## src/rtl/pwsd_pkg.sv

```systemverilog
// Shared types and default constants for the pulse-width symbol decoder.
// Assumes nothing beyond a single sampling clock domain.
package pwsd_pkg;

    // Tracking state of the symbol framer.
    typedef enum logic [1:0] {
        TRK_SEEK  = 2'd0,   // no stream: waiting for a first rising edge
        TRK_LEARN = 2'd1,   // first symbol open, its period not yet known
        TRK_RUN   = 2'd2    // periods known, every closing edge yields a bit
    } trk_state_t;

    localparam int DEF_TIMEOUT = 4095;  // sampling cycles without an edge before idle
    localparam int DEF_THR_NUM = 2;     // threshold = THR_NUM / THR_DEN of the period
    localparam int DEF_THR_DEN = 5;
    localparam int DEF_STAGES  = 2;     // synchroniser depth

endpackage

```

## src/rtl/pwsd_edge_sync.sv

```systemverilog
// Brings the asynchronous data line into the clock domain and flags rising edges.
// Assumes STAGES >= 2. The edge flag is high for exactly one cycle per low-to-high
// transition of the synchronised level.
module pwsd_edge_sync #(
    parameter int STAGES = 2
) (
    input  logic clk,
    input  logic rst_n,
    input  logic line_in,
    output logic lvl,
    output logic rise
);

    // chain_q[STAGES-1] is the synchronised level; chain_q[STAGES] is its previous value
    logic [STAGES:0] chain_q;

    // Shift the raw line through the synchroniser and one history stage.
    always_ff @(posedge clk) begin
        if (!rst_n) begin
            chain_q <= '0;
        end else begin
            chain_q <= {chain_q[STAGES-1:0], line_in};
        end
    end

    assign lvl  = chain_q[STAGES-1];
    assign rise = chain_q[STAGES-1] & ~chain_q[STAGES];

    AST_RISE_ISOLATED: assert property (@(posedge clk) disable iff (!rst_n)
        rise |=> !rise);

endmodule

```

## src/rtl/pwsd_interval_meter.sv

```systemverilog
// Measures the current symbol: elapsed cycles since the last rising edge and the
// number of those cycles spent high. Both counters restart at each rising edge and
// saturate at the timeout limit, so a silent or stuck line cannot wrap them.
module pwsd_interval_meter #(
    parameter int TIMEOUT = 4095,
    parameter int CNT_W   = 12
) (
    input  logic             clk,
    input  logic             rst_n,
    input  logic             lvl,
    input  logic             rise,
    output logic [CNT_W-1:0] elapsed,
    output logic [CNT_W-1:0] high_cnt,
    output logic [CNT_W-1:0] period_now,
    output logic             at_limit
);

    localparam logic [CNT_W-1:0] LAST_CNT = CNT_W'(TIMEOUT - 1);
    localparam logic [CNT_W-1:0] HIGH_TOP = CNT_W'(TIMEOUT);

    logic [CNT_W-1:0] cnt_q;
    logic [CNT_W-1:0] hi_q;

    // Count cycles since the last rising edge, saturating one short of the timeout.
    always_ff @(posedge clk) begin
        if (!rst_n) begin
            cnt_q <= '0;
        end else if (rise) begin
            cnt_q <= '0;
        end else if (cnt_q != LAST_CNT) begin
            cnt_q <= cnt_q + 1'b1;
        end
    end

    // Count high cycles of the open symbol; the rising-edge cycle itself is high.
    always_ff @(posedge clk) begin
        if (!rst_n) begin
            hi_q <= '0;
        end else if (rise) begin
            hi_q <= CNT_W'(1);
        end else if (lvl && hi_q != HIGH_TOP) begin
            hi_q <= hi_q + 1'b1;
        end
    end

    assign elapsed    = cnt_q;
    assign high_cnt   = hi_q;
    assign period_now = cnt_q + 1'b1;   // valid while rise is high
    assign at_limit   = (cnt_q == LAST_CNT);

    AST_HIGH_LE_PERIOD: assert property (@(posedge clk) disable iff (!rst_n)
        ({1'b0, hi_q} <= {1'b0, cnt_q} + 1'b1));

endmodule

```

## src/rtl/pwsd_framer.sv

```systemverilog
// Frames symbols and decides bits. It tracks seek / learn / run, compares the
// high time of each closing symbol with a fixed fraction of that symbol's own
// period, raises the bit strobe and regenerates a half-period symbol clock.
// Assumes that the meter's period_now and high_cnt are valid in the rise cycle.
module pwsd_framer
    import pwsd_pkg::*;
#(
    parameter int CNT_W   = 12,
    parameter int THR_NUM = 2,
    parameter int THR_DEN = 5
) (
    input  logic             clk,
    input  logic             rst_n,
    input  logic             rise,
    input  logic             at_limit,
    input  logic [CNT_W-1:0] elapsed,
    input  logic [CNT_W-1:0] high_cnt,
    input  logic [CNT_W-1:0] period_now,
    output logic             bit_valid,
    output logic             bit_value,
    output logic             sym_clk,
    output logic             idle
);

    localparam int PROD_W = CNT_W + 8;  // THR_NUM and THR_DEN below 256

    trk_state_t       state_q;
    logic             valid_q;
    logic             value_q;
    logic             symclk_q;
    logic [CNT_W-1:0] half_q;
    logic [PROD_W-1:0] high_scaled;
    logic [PROD_W-1:0] period_scaled;
    logic             is_one;
    logic             tracking;

    assign high_scaled   = PROD_W'(high_cnt) * PROD_W'(THR_DEN);
    assign period_scaled = PROD_W'(period_now) * PROD_W'(THR_NUM);
    assign is_one        = (high_scaled < period_scaled);
    assign tracking      = (state_q != TRK_SEEK);

    // Advance the tracking state; a closing edge wins over the timeout.
    always_ff @(posedge clk) begin
        if (!rst_n) begin
            state_q <= TRK_SEEK;
        end else begin
            case (state_q)
                TRK_SEEK:  if (rise) state_q <= TRK_LEARN;
                TRK_LEARN,
                TRK_RUN: begin
                    if (rise)          state_q <= TRK_RUN;
                    else if (at_limit) state_q <= TRK_SEEK;
                end
                default:   state_q <= TRK_SEEK;
            endcase
        end
    end

    // Emit a one-cycle strobe and the decided bit for each symbol closed in run.
    always_ff @(posedge clk) begin
        if (!rst_n) begin
            valid_q <= 1'b0;
            value_q <= 1'b0;
        end else begin
            valid_q <= rise && (state_q == TRK_RUN);
            if (rise && (state_q == TRK_RUN)) begin
                value_q <= is_one;
            end
        end
    end

    // Regenerate a symbol clock high for half of the period just closed.
    always_ff @(posedge clk) begin
        if (!rst_n) begin
            symclk_q <= 1'b0;
            half_q   <= '0;
        end else if (rise && tracking) begin
            symclk_q <= 1'b1;
            half_q   <= period_now >> 1;
        end else if (tracking && at_limit) begin
            symclk_q <= 1'b0;
        end else if (symclk_q && (elapsed == half_q - 1'b1)) begin
            symclk_q <= 1'b0;
        end
    end

    assign bit_valid = valid_q;
    assign bit_value = value_q;
    assign sym_clk   = symclk_q;
    assign idle      = (state_q == TRK_SEEK);

    AST_STROBE_SINGLE: assert property (@(posedge clk) disable iff (!rst_n)
        valid_q |=> !valid_q);

    AST_NO_BIT_WHEN_IDLE: assert property (@(posedge clk) disable iff (!rst_n)
        (state_q == TRK_SEEK) |-> !valid_q);

    AST_FIRST_NO_BIT: assert property (@(posedge clk) disable iff (!rst_n)
        (rise && state_q == TRK_LEARN) |=> !valid_q);

    AST_SYMCLK_IDLE: assert property (@(posedge clk) disable iff (!rst_n)
        (state_q == TRK_SEEK) |-> !symclk_q);

    AST_IDLE_BY_TIMEOUT: assert property (@(posedge clk) disable iff (!rst_n)
        $rose(state_q == TRK_SEEK) |-> $past(at_limit));

endmodule

```

## src/rtl/pwm_symbol_decoder.sv

```systemverilog
// Top of the pulse-width symbol decoder: synchroniser, interval meter and framer.
// Assumes the sampling clock is much faster than the symbol rate and that every
// symbol has at least one low and one high sampling cycle.
module pwm_symbol_decoder
    import pwsd_pkg::*;
#(
    parameter int TIMEOUT = DEF_TIMEOUT,
    parameter int THR_NUM = DEF_THR_NUM,
    parameter int THR_DEN = DEF_THR_DEN,
    parameter int STAGES  = DEF_STAGES
) (
    input  logic clk,
    input  logic rst_n,
    input  logic line_in,
    output logic bit_valid,
    output logic bit_value,
    output logic sym_clk,
    output logic idle
);

    localparam int CNT_W = $clog2(TIMEOUT + 1);

    logic             lvl;
    logic             rise;
    logic [CNT_W-1:0] elapsed;
    logic [CNT_W-1:0] high_cnt;
    logic [CNT_W-1:0] period_now;
    logic             at_limit;

    pwsd_edge_sync #(
        .STAGES (STAGES)
    ) u_sync (
        .clk     (clk),
        .rst_n   (rst_n),
        .line_in (line_in),
        .lvl     (lvl),
        .rise    (rise)
    );

    pwsd_interval_meter #(
        .TIMEOUT (TIMEOUT),
        .CNT_W   (CNT_W)
    ) u_meter (
        .clk        (clk),
        .rst_n      (rst_n),
        .lvl        (lvl),
        .rise       (rise),
        .elapsed    (elapsed),
        .high_cnt   (high_cnt),
        .period_now (period_now),
        .at_limit   (at_limit)
    );

    pwsd_framer #(
        .CNT_W   (CNT_W),
        .THR_NUM (THR_NUM),
        .THR_DEN (THR_DEN)
    ) u_framer (
        .clk        (clk),
        .rst_n      (rst_n),
        .rise       (rise),
        .at_limit   (at_limit),
        .elapsed    (elapsed),
        .high_cnt   (high_cnt),
        .period_now (period_now),
        .bit_valid  (bit_valid),
        .bit_value  (bit_value),
        .sym_clk    (sym_clk),
        .idle       (idle)
    );

endmodule

```

## config.mk

```make
export PLATFORM = sky130hd
export DESIGN_NAME = pwm_symbol_decoder
export DESIGN_NICKNAME = d
export VERILOG_FILES = /design/src/rtl/pwsd_pkg.sv /design/src/rtl/pwsd_edge_sync.sv /design/src/rtl/pwsd_interval_meter.sv /design/src/rtl/pwsd_framer.sv /design/src/rtl/pwm_symbol_decoder.sv
export SDC_FILE = /design/constraint.sdc
export NUM_CORES = 1
export LEC_CHECK = 0
export ABC_AREA = 1
export CORE_MARGIN = 5
export CORE_UTILIZATION = 63
export CTS_CLUSTER_SIZE = 12
export DETAILED_ROUTE_END_ITERATION = 10
export PLACE_DENSITY = 0.77
export SLEW_MARGIN = 0
export SYNTH_ARGS = -nofsm -noshare
export SYNTH_HDL_FRONTEND = slang
export SYNTH_SLANG_ARGS = --single-unit
```

## constraint.sdc

```tcl
create_clock -name clk -period 3.45 [get_ports clk]
set_input_delay 0.69 -clock clk [delete_from_list [all_inputs] [get_ports clk]]
set_output_delay 0.69 -clock clk [all_outputs]
set_load 0.005 [all_outputs]
```

==> out/metrics.csv, run 1 <==
stage;metric;value;unit
status;status;finished, final reports clean;
cts;Root Buffer;clkbuf_8;
setup_path;crit path cell chain;ha_1 > ha_1 > a21o_1 > a21boi_0 > nand2_1 > a31oi_1 > xor2_1 > ha_1 > a21oi_1 > nand2_1 > nor3_1 > nand2_1 > o21ai_0 > nand3_1 > a21oi_1;
die;Initial Utilization;0.6608;
synthesis;Mapped Cells;454;
timing;final worst-path cycle share;0.8449;
timing;fin. max-slew vios;0;
cts;CTS Sinks;43;
timing;worst hold slack;0.4247;ns
setup_path;CP Launch Type;flop;
job;max-cap check violation count;0;
die;Die X;81.08;microns
synthesis;Yosys top cell area share;0.2704;
setup_path;crit path kind;reg -> reg;
cts;# hold bufs at CTS;0;
synthesis;count leader, synth;nand2_1;
pwr;static leakage;1.752;nW
setup_path;peak per-stage delay on the critical path;0.42;ns
route;WL/cell;12.22;microns
cells_and_area;Antenna Cells;0;
synthesis;Cell Area, Synth;3183;sq um
placement;pre-CTS setup slack;0.5472;ns
synthesis;main flop type after synthesis;dfxtp_1;
synthesis;register bit count reported by yosys;43;
global_route;total congestion overflow;0;
global_route;largest net degree at the start of global routing;15;
synthesis;Post-synth EDFFs;0;
route;Antenna Violating Nets Remaining;0;
route;DRC Markers;0;
setup_path;nature of the critical path endpoint;flop;
timing;Peak Freq;343.1;MHz
synthesis;register area share after synthesis;0.2704;
synthesis;largest area contributor in the netlist;dfxtp_1;
route;final wirelength;6491;microns
pwr;Pwr Density;269.3;nW/um^2
cts;CTS tree;built;
placement;RD Place Congestion;0.8581;
timing;Final setup viols;0;
cells_and_area;Area Growth Syn to Fin;6.525;%
global_route;initial antenna violation count;0;
die;Die Span Y;81.08;microns
route;post-DR vias/cell;5.249;
timing;worst-margin pin slew;0.4330;ns
synthesis;Synthesis Warnings;0;
cts;Clock Path Buffers;2;
global_route;Tot GR Track Use;0.2223;
synthesis;Area contributors post-synth;dfxtp_1 27%, ha_1 15%, nand2_1 11%;
placement;Post-DP HPWL;5262;microns
cts;post-cts gate resize count;0;
route;DR pass1 iterations;4;
route;initial DRC count;158;
cts;postcts setup bufs;0;
timing;Fin Setup TNS;0;ns
cells_and_area;Post-layout nets;505;
setup_path;crit path DAT;3.14;ns
timing;Slew Limit Headroom;0.7104;
cells_and_area;layout cells sized above 1;0.04310;
die;Core ar.;4817;sq um
global_route;vias in the first global route;2641;
cts;clk_lat worst skew;0.29;ns
cts;# H-tree levels;2;
cts;Worst-path clk slew;0.08;ns
pwr;Max IR drop VDD;0.0001672;V
synthesis;Post-Syn Nets;496;
global_route;global-route wire length before repair;11410;microns
timing;Tmin final;2.915;ns
cts;CTS buffer count;5;
die;floorplan row count;25;
timing;Final Hold Fails;0;
synthesis;share of flip-flops with an asynchronous set or reset;0;
synthesis;Avg Cell Area, Syn;7.011;sq um
setup_path;Crit path required time;3.67;ns
route;via count;2787;
hold_path;Hold Path Class;reg -> reg;
die;Die Area;6574;sq um
timing;setup ws final;0.5352;ns
timing;RSZ-0062 raised after global routing;false;
setup_path;CP max FO;5;
placement;IO buf count;6;
die;io pins;7;
synthesis;Commonest cells post-synth;94 x nand2_1, 69 x inv_1, 44 x nor2_1, 43 x dfxtp_1, 42 x a21oi_1;
synthesis;number of library cell types mapped by synthesis;34;
timing;clock skew;0.006870;ns
setup_path;Slowest-stage cell, CP;dfxtp_1;
[worst paths after layout]
kind         depth (start not counted)  slack [ns]                start                  to
max                                 15        0.54  u_meter.high_cnt[5]  u_framer.bit_value
min                                  2        0.42    u_sync.chain_q[0]   u_sync.chain_q[1]
max reg2reg                         15        0.54  u_meter.high_cnt[5]  u_framer.bit_value
min reg2reg                          2        0.42    u_sync.chain_q[0]   u_sync.chain_q[1]
[power breakdown]
| part | switching [mW] | internal (mW) | leakage, nW | total, mW |
|---|---|---|---|---|
| clock | 0.166 | 0.142 | 0.0422 | 0.308 |
| combinational | 0.0575 | 0.0348 | 1.36 | 0.0923 |
| sequential | 0.00868 | 0.504 | 0.348 | 0.513 |
| total | 0.232 | 0.681 | 1.75 | 0.913 |
[layout make-up]
cell class                 count  area, sq um
timing repair buffer           8        75.07
clock buffer                   7        76.32
multi-input combinational    333         2019
inverter                      72        270.3
clock inverter                 1        5.005
sequential                    43        860.8
fill                         436         1426
tap                           67        83.83
[logic make-up (layout without fill, tap and decap cells)]
kind of cell               after synthesis  count (layout)  synth area share
and+or+nand+nor                        191             191            0.2697
AOI/OAI and AO/OA                       76              76            0.1281
buffers and inverters                   78              88           0.09513
xor gates and xnor gates                27              27           0.08098
DFF                                     43              43            0.2704
adders and majority gates               39              39            0.1557
[worst max-delay path, delay by kind of cell, from the launching register on]
| kind | cells | cell delay (ns) |
|---|---|---|
| AND/OR/NAND/NOR | 5 | 0.52 |
| XOR/XNOR | 1 | 0.17 |
| AO/OA/AOI/OAI | 6 | 0.84 |
| adder cells (fa/ha/maj) | 3 | 0.90 |
| flip-flops | 1 | 0.42 |
[routing by layer]
| layer | global-route usage | vias up | wire, microns |
|---|---|---|---|
| li1 | - | 1487 | - |
| met1 | 0.2602 | 1250 | 2815 |
| met2 | 0.4080 | 37 | 3358 |
| met3 | 0.03880 | 13 | 201 |
| met4 | 0.07095 | 0 | 115 |
| met5 | 0 | - | 0 |
[state kept, by name, indices dropped and copies added, names as in the netlist]
| register | cells |
|---|---|
| u_framer.bit_valid | 1 |
| u_framer.bit_value | 1 |
| u_framer.half_q | 11 |
| u_framer.state_q | 2 |
| u_framer.sym_clk | 1 |
| u_meter.elapsed | 12 |
| u_meter.high_cnt | 12 |
| u_sync.chain_q | 3 |
[through the flow]
stage               std cells  total power, mW    util  instance area, sq um
finish                    531           0.9130  0.7039                  3391
global route              531           0.9657  0.7039                  3391
CTS                       531           0.9273  0.7039                  3391
detailed placement        523           0.6173  0.6870                  3309
global placement          523           0.6141  0.6870                  3309
floorplan                 454           0.5922       -                  3183
[placed cells by master (no fill, tap or decap), types with 2 or more instances in the layout]
master / instances
nand2_1: 94
inv_1: 69
nor2_1: 44
dfxtp_1: 43
a21oi_1: 42
ha_1: 38
nand3_1: 24
xor2_1: 21
o21ai_0: 21
nor3_1: 8
nand4_1: 7
clkdlybuf4s50_1: 6
clkbuf_8: 5
xnor2_1: 4
a31oi_1: 4
inv_2: 3
a21o_1: 3
o21a_1: 3
nor3_4: 2
or2_1: 2
nor2_4: 2
and3_1: 2
or2_2: 2
clkbuf_1: 2
buf_4: 2
No activity file was read; power rests on OpenSTA's default activity.
==> inputs of run 2 (changes only) <==
- clock period: 3.45 -> 3 ns (I/O delays scaled with it)
==> run 2 against run 1 <==
Hold slack got worse by 0.0057 ns. Cell count increased by 0.56%. Register-to-register slack got worse by 0.37 ns. Wire length increased by 9.8%. Combinational power increased by 18%. Worst setup slack got worse by 0.37 ns. Sequential power increased by 15%. Utilization increased by 3.3 points. First-iteration DRC count decreased by 12%. Clock power increased by 23%. Critical endpoint unchanged.
==> out/metrics.csv, run 2 (synthesis gave the netlist of run 1 again) <==
stage;metric;value;unit;change
status;status;finished, final reports clean;;unchanged
pwr;Sw Ratio;0.2567;;was 0.2538
placement;RD Place Congestion;0.8629;;was 0.8581
setup_path;crit path kind;reg -> reg;;unchanged
global_route;vias in the first global route;2752;;was 2641
route;Antenna Violating Nets Remaining;0;;unchanged
cts;CTS tree;built;;unchanged
setup_path;CP Launch Point;u_meter.high_cnt[7];;was u_meter.high_cnt[5]
placement;IO buf count;6;;unchanged
placement;pre-CTS setup slack;0.05800;ns;was 0.5472 ns
pwr;Clk network pwr share;0.352;;was 0.337
cells_and_area;layout cells sized above 1;0.09636;;was 0.04310
setup_path;Crit path required time;3.23;ns;was 3.67 ns
setup_path;CP Capture Point;u_framer.bit_value;;unchanged
global_route;largest net degree at the start of global routing;15;;unchanged
cts;Root Buffer;clkbuf_8;;unchanged
timing;Slew Limit Headroom;0.7099;;was 0.7104
die;Die Area;6574;sq um;unchanged
setup_path;nature of the critical path endpoint;flop;;unchanged
setup_path;r2r endpoint;u_framer.bit_value;;unchanged
route;final wirelength;7127;microns;was 6491 microns
cells_and_area;commonest non-fill, non-tap cell in the layout;nand2_1;;unchanged
setup_path;RR Startpoint;u_meter.high_cnt[7];;was u_meter.high_cnt[5]
die;floorplan row count;25;;unchanged
cells_and_area;Post-layout nets;509;;was 505
pwr;Max IR drop VDD;0.0002720;V;was 0.0001672 V
setup_path;CP Launch Type;flop;;unchanged
timing;clock skew;0.006430;ns;was 0.006870 ns
pwr;part of the power in registers;0.547;;was 0.562
die;Core ar.;4817;sq um;unchanged
global_route;total congestion overflow;0;;unchanged
job;max-cap check violation count;0;;unchanged
global_route;Tot GR Track Use;0.2314;;was 0.2223
route;WL/cell;13.35;microns;was 12.22 microns
cts;Worst-path clk slew;0.08;ns;about the same
pwr;static leakage;1.756;nW;was 1.752 nW
route;DRC Markers;0;;unchanged
timing;Tmin final;2.837;ns;was 2.915 ns
setup_path;crit path DAT;3.07;ns;was 3.14 ns
setup_path;CP max FO;5;;unchanged
cts;Clock Path Buffers;2;;unchanged
placement;Post-DP HPWL;5325;microns;was 5262 microns
cells_and_area;most frequent cells in the layout;94 x nand2_1, 69 x inv_1, 44 x nor2_1;;unchanged
timing;Peak Freq;352.5;MHz;was 343.1 MHz
timing;final worst-path cycle share;0.9457;;was 0.8449
global_route;global-route wire length before repair;11850;microns;was 11410 microns
pwr;combinational share of power;0.101;;about the same
global_route;initial antenna violation count;0;;unchanged
setup_path;Slowest-stage cell, CP;dfxtp_2;;was dfxtp_1
route;via count;2870;;was 2787
cells_and_area;Design Area, Final;3551;sq um;was 3391 sq um
die;Initial Utilization;0.6608;;unchanged
route;post-DR vias/cell;5.375;;was 5.249
pwr;Pwr Density;303.3;nW/um^2;was 269.3 nW/um^2
timing;setup ws final;0.1628;ns;was 0.5352 ns
route;DR pass1 iterations;4;;unchanged
timing;fin. max-slew vios;0;;unchanged
pwr;Net Sw Power;0.2765;mW;was 0.2318 mW
die;io pins;7;;unchanged
pwr;internal power;0.8005;mW;was 0.6813 mW
cts;CTS buffer count;5;;unchanged
placement;area post-placement;3324;sq um;was 3309 sq um
cells_and_area;Antenna Cells;0;;unchanged
cts;clk_lat worst skew;0.30;ns;was 0.29 ns
hold_path;Hold Path Class;reg -> reg;;unchanged
setup_path;crit path cell chain;ha_4 > ha_4 > a21oi_1 > a21boi_1 > nand2_1 > a31oi_1 > xor2_1 > ha_1 > a21oi_2 > nand2_1 > nor3_1 > nand2_1 > o21ai_0 > nand3_1 > a21oi_1;;was ha_1 > ha_1 > a21o_1 > a21boi_0 > nand2_1 > a31oi_1 > xor2_1 > ha_1 > a21oi_1 > nand2_1 > nor3_1 > nand2_1 > o21ai_0 > nand3_1 > a21oi_1
timing;worst-margin pin slew;0.4347;ns;was 0.4330 ns
timing;Final Hold Fails;0;;unchanged
route;initial DRC count;139;;was 158
setup_path;reg-to-reg setup timing slack;0.16;ns;was 0.54 ns
die;Die X;81.08;microns;unchanged
setup_path;CP most frequent cell;nand2_1;;
setup_path;peak per-stage delay on the critical path;0.42;ns;about the same
die;Die Span Y;81.08;microns;unchanged
cts;CTS Sinks;43;;unchanged
cts;# H-tree levels;2;;unchanged
timing;Final setup viols;0;;unchanged
pwr;total power draw;1.077;mW;was 0.9130 mW
cells_and_area;Area Growth Syn to Fin;11.56;%;was 6.525%
setup_path;FF-to-FF path depth;15;;unchanged
## run 2: cell type report
type                       instances  area [sq um]
sequential                        43         874.6
fill                             436          1266
inverter                          72         270.3
multi-input combinational        333          2130
tap                               67         83.83
timing repair buffer              12         105.1
clock buffer                       6         82.58
clock inverter                     1         5.005
## run 2: how the worst min path moves through the flow
stage	endpoint	slack, ns	from	cells after the start
CTS	u_sync.chain_q[1]	0.43	u_sync.chain_q[0]	2
detailed placement	u_sync.chain_q[1]	0.41	u_sync.chain_q[0]	2
floorplan	u_sync.chain_q[1]	0.39	u_sync.chain_q[0]	2
global route	u_sync.chain_q[1]	0.46	u_sync.chain_q[0]	2
global placement	u_sync.chain_q[1]	0.39	u_sync.chain_q[0]	2
finish	u_sync.chain_q[1]	0.42	u_sync.chain_q[0]	2
## run 2: critical path: cells and delay by family (launching register included)
kind | cells | cell delay (ns)
simple gates | 5 | 0.50
xor+xnor | 1 | 0.19
compound gates | 6 | 0.89
flops | 1 | 0.42
fa+ha+maj | 3 | 0.78
## run 2: per-layer routing
metal,wire [microns],up-vias,global-route usage,part of all wire
met5,0,-,0,0
met4,165,0,0.08446,0.023
met3,239,16,0.04545,0.034
met2,3653,49,0.4220,0.51
met1,3069,1311,0.2659,0.43
li1,-,1494,-,-
## run 2: what timing repair did
action	CTS	global route
gates resized for setup	0	25
hold buffers	0	0
endpoints found under the setup margin	0	1
setup buffers	0	2
## run 2: power by group through the flow
stage | clock, mW | sequential (mW) | combinational (mW)
global placement | 0 | 0.603 | 0.104
floorplan | 0 | 0.601 | 0.0802
detailed placement | 0 | 0.604 | 0.108
global route | 0.420 | 0.591 | 0.125
CTS | 0.387 | 0.590 | 0.109
finish | 0.379 | 0.590 | 0.109
## run 2: per-stage QoR
| stage | util | TNS, ns | std cells | hold WS (ns) |
|---|---|---|---|---|
| final | 0.7371 | 0 | 534 | 0.4190 |
| after global routing | 0.7371 | -0.07130 | 534 | 0.4614 |
| after CTS | 0.7083 | 0 | 532 | 0.4254 |
| after detailed placement | 0.6901 | 0 | 525 | 0.4068 |
| after global placement | 0.6901 | 0 | 525 | 0.3928 |
| after floorplan | - | 0 | 454 | 0.3905 |
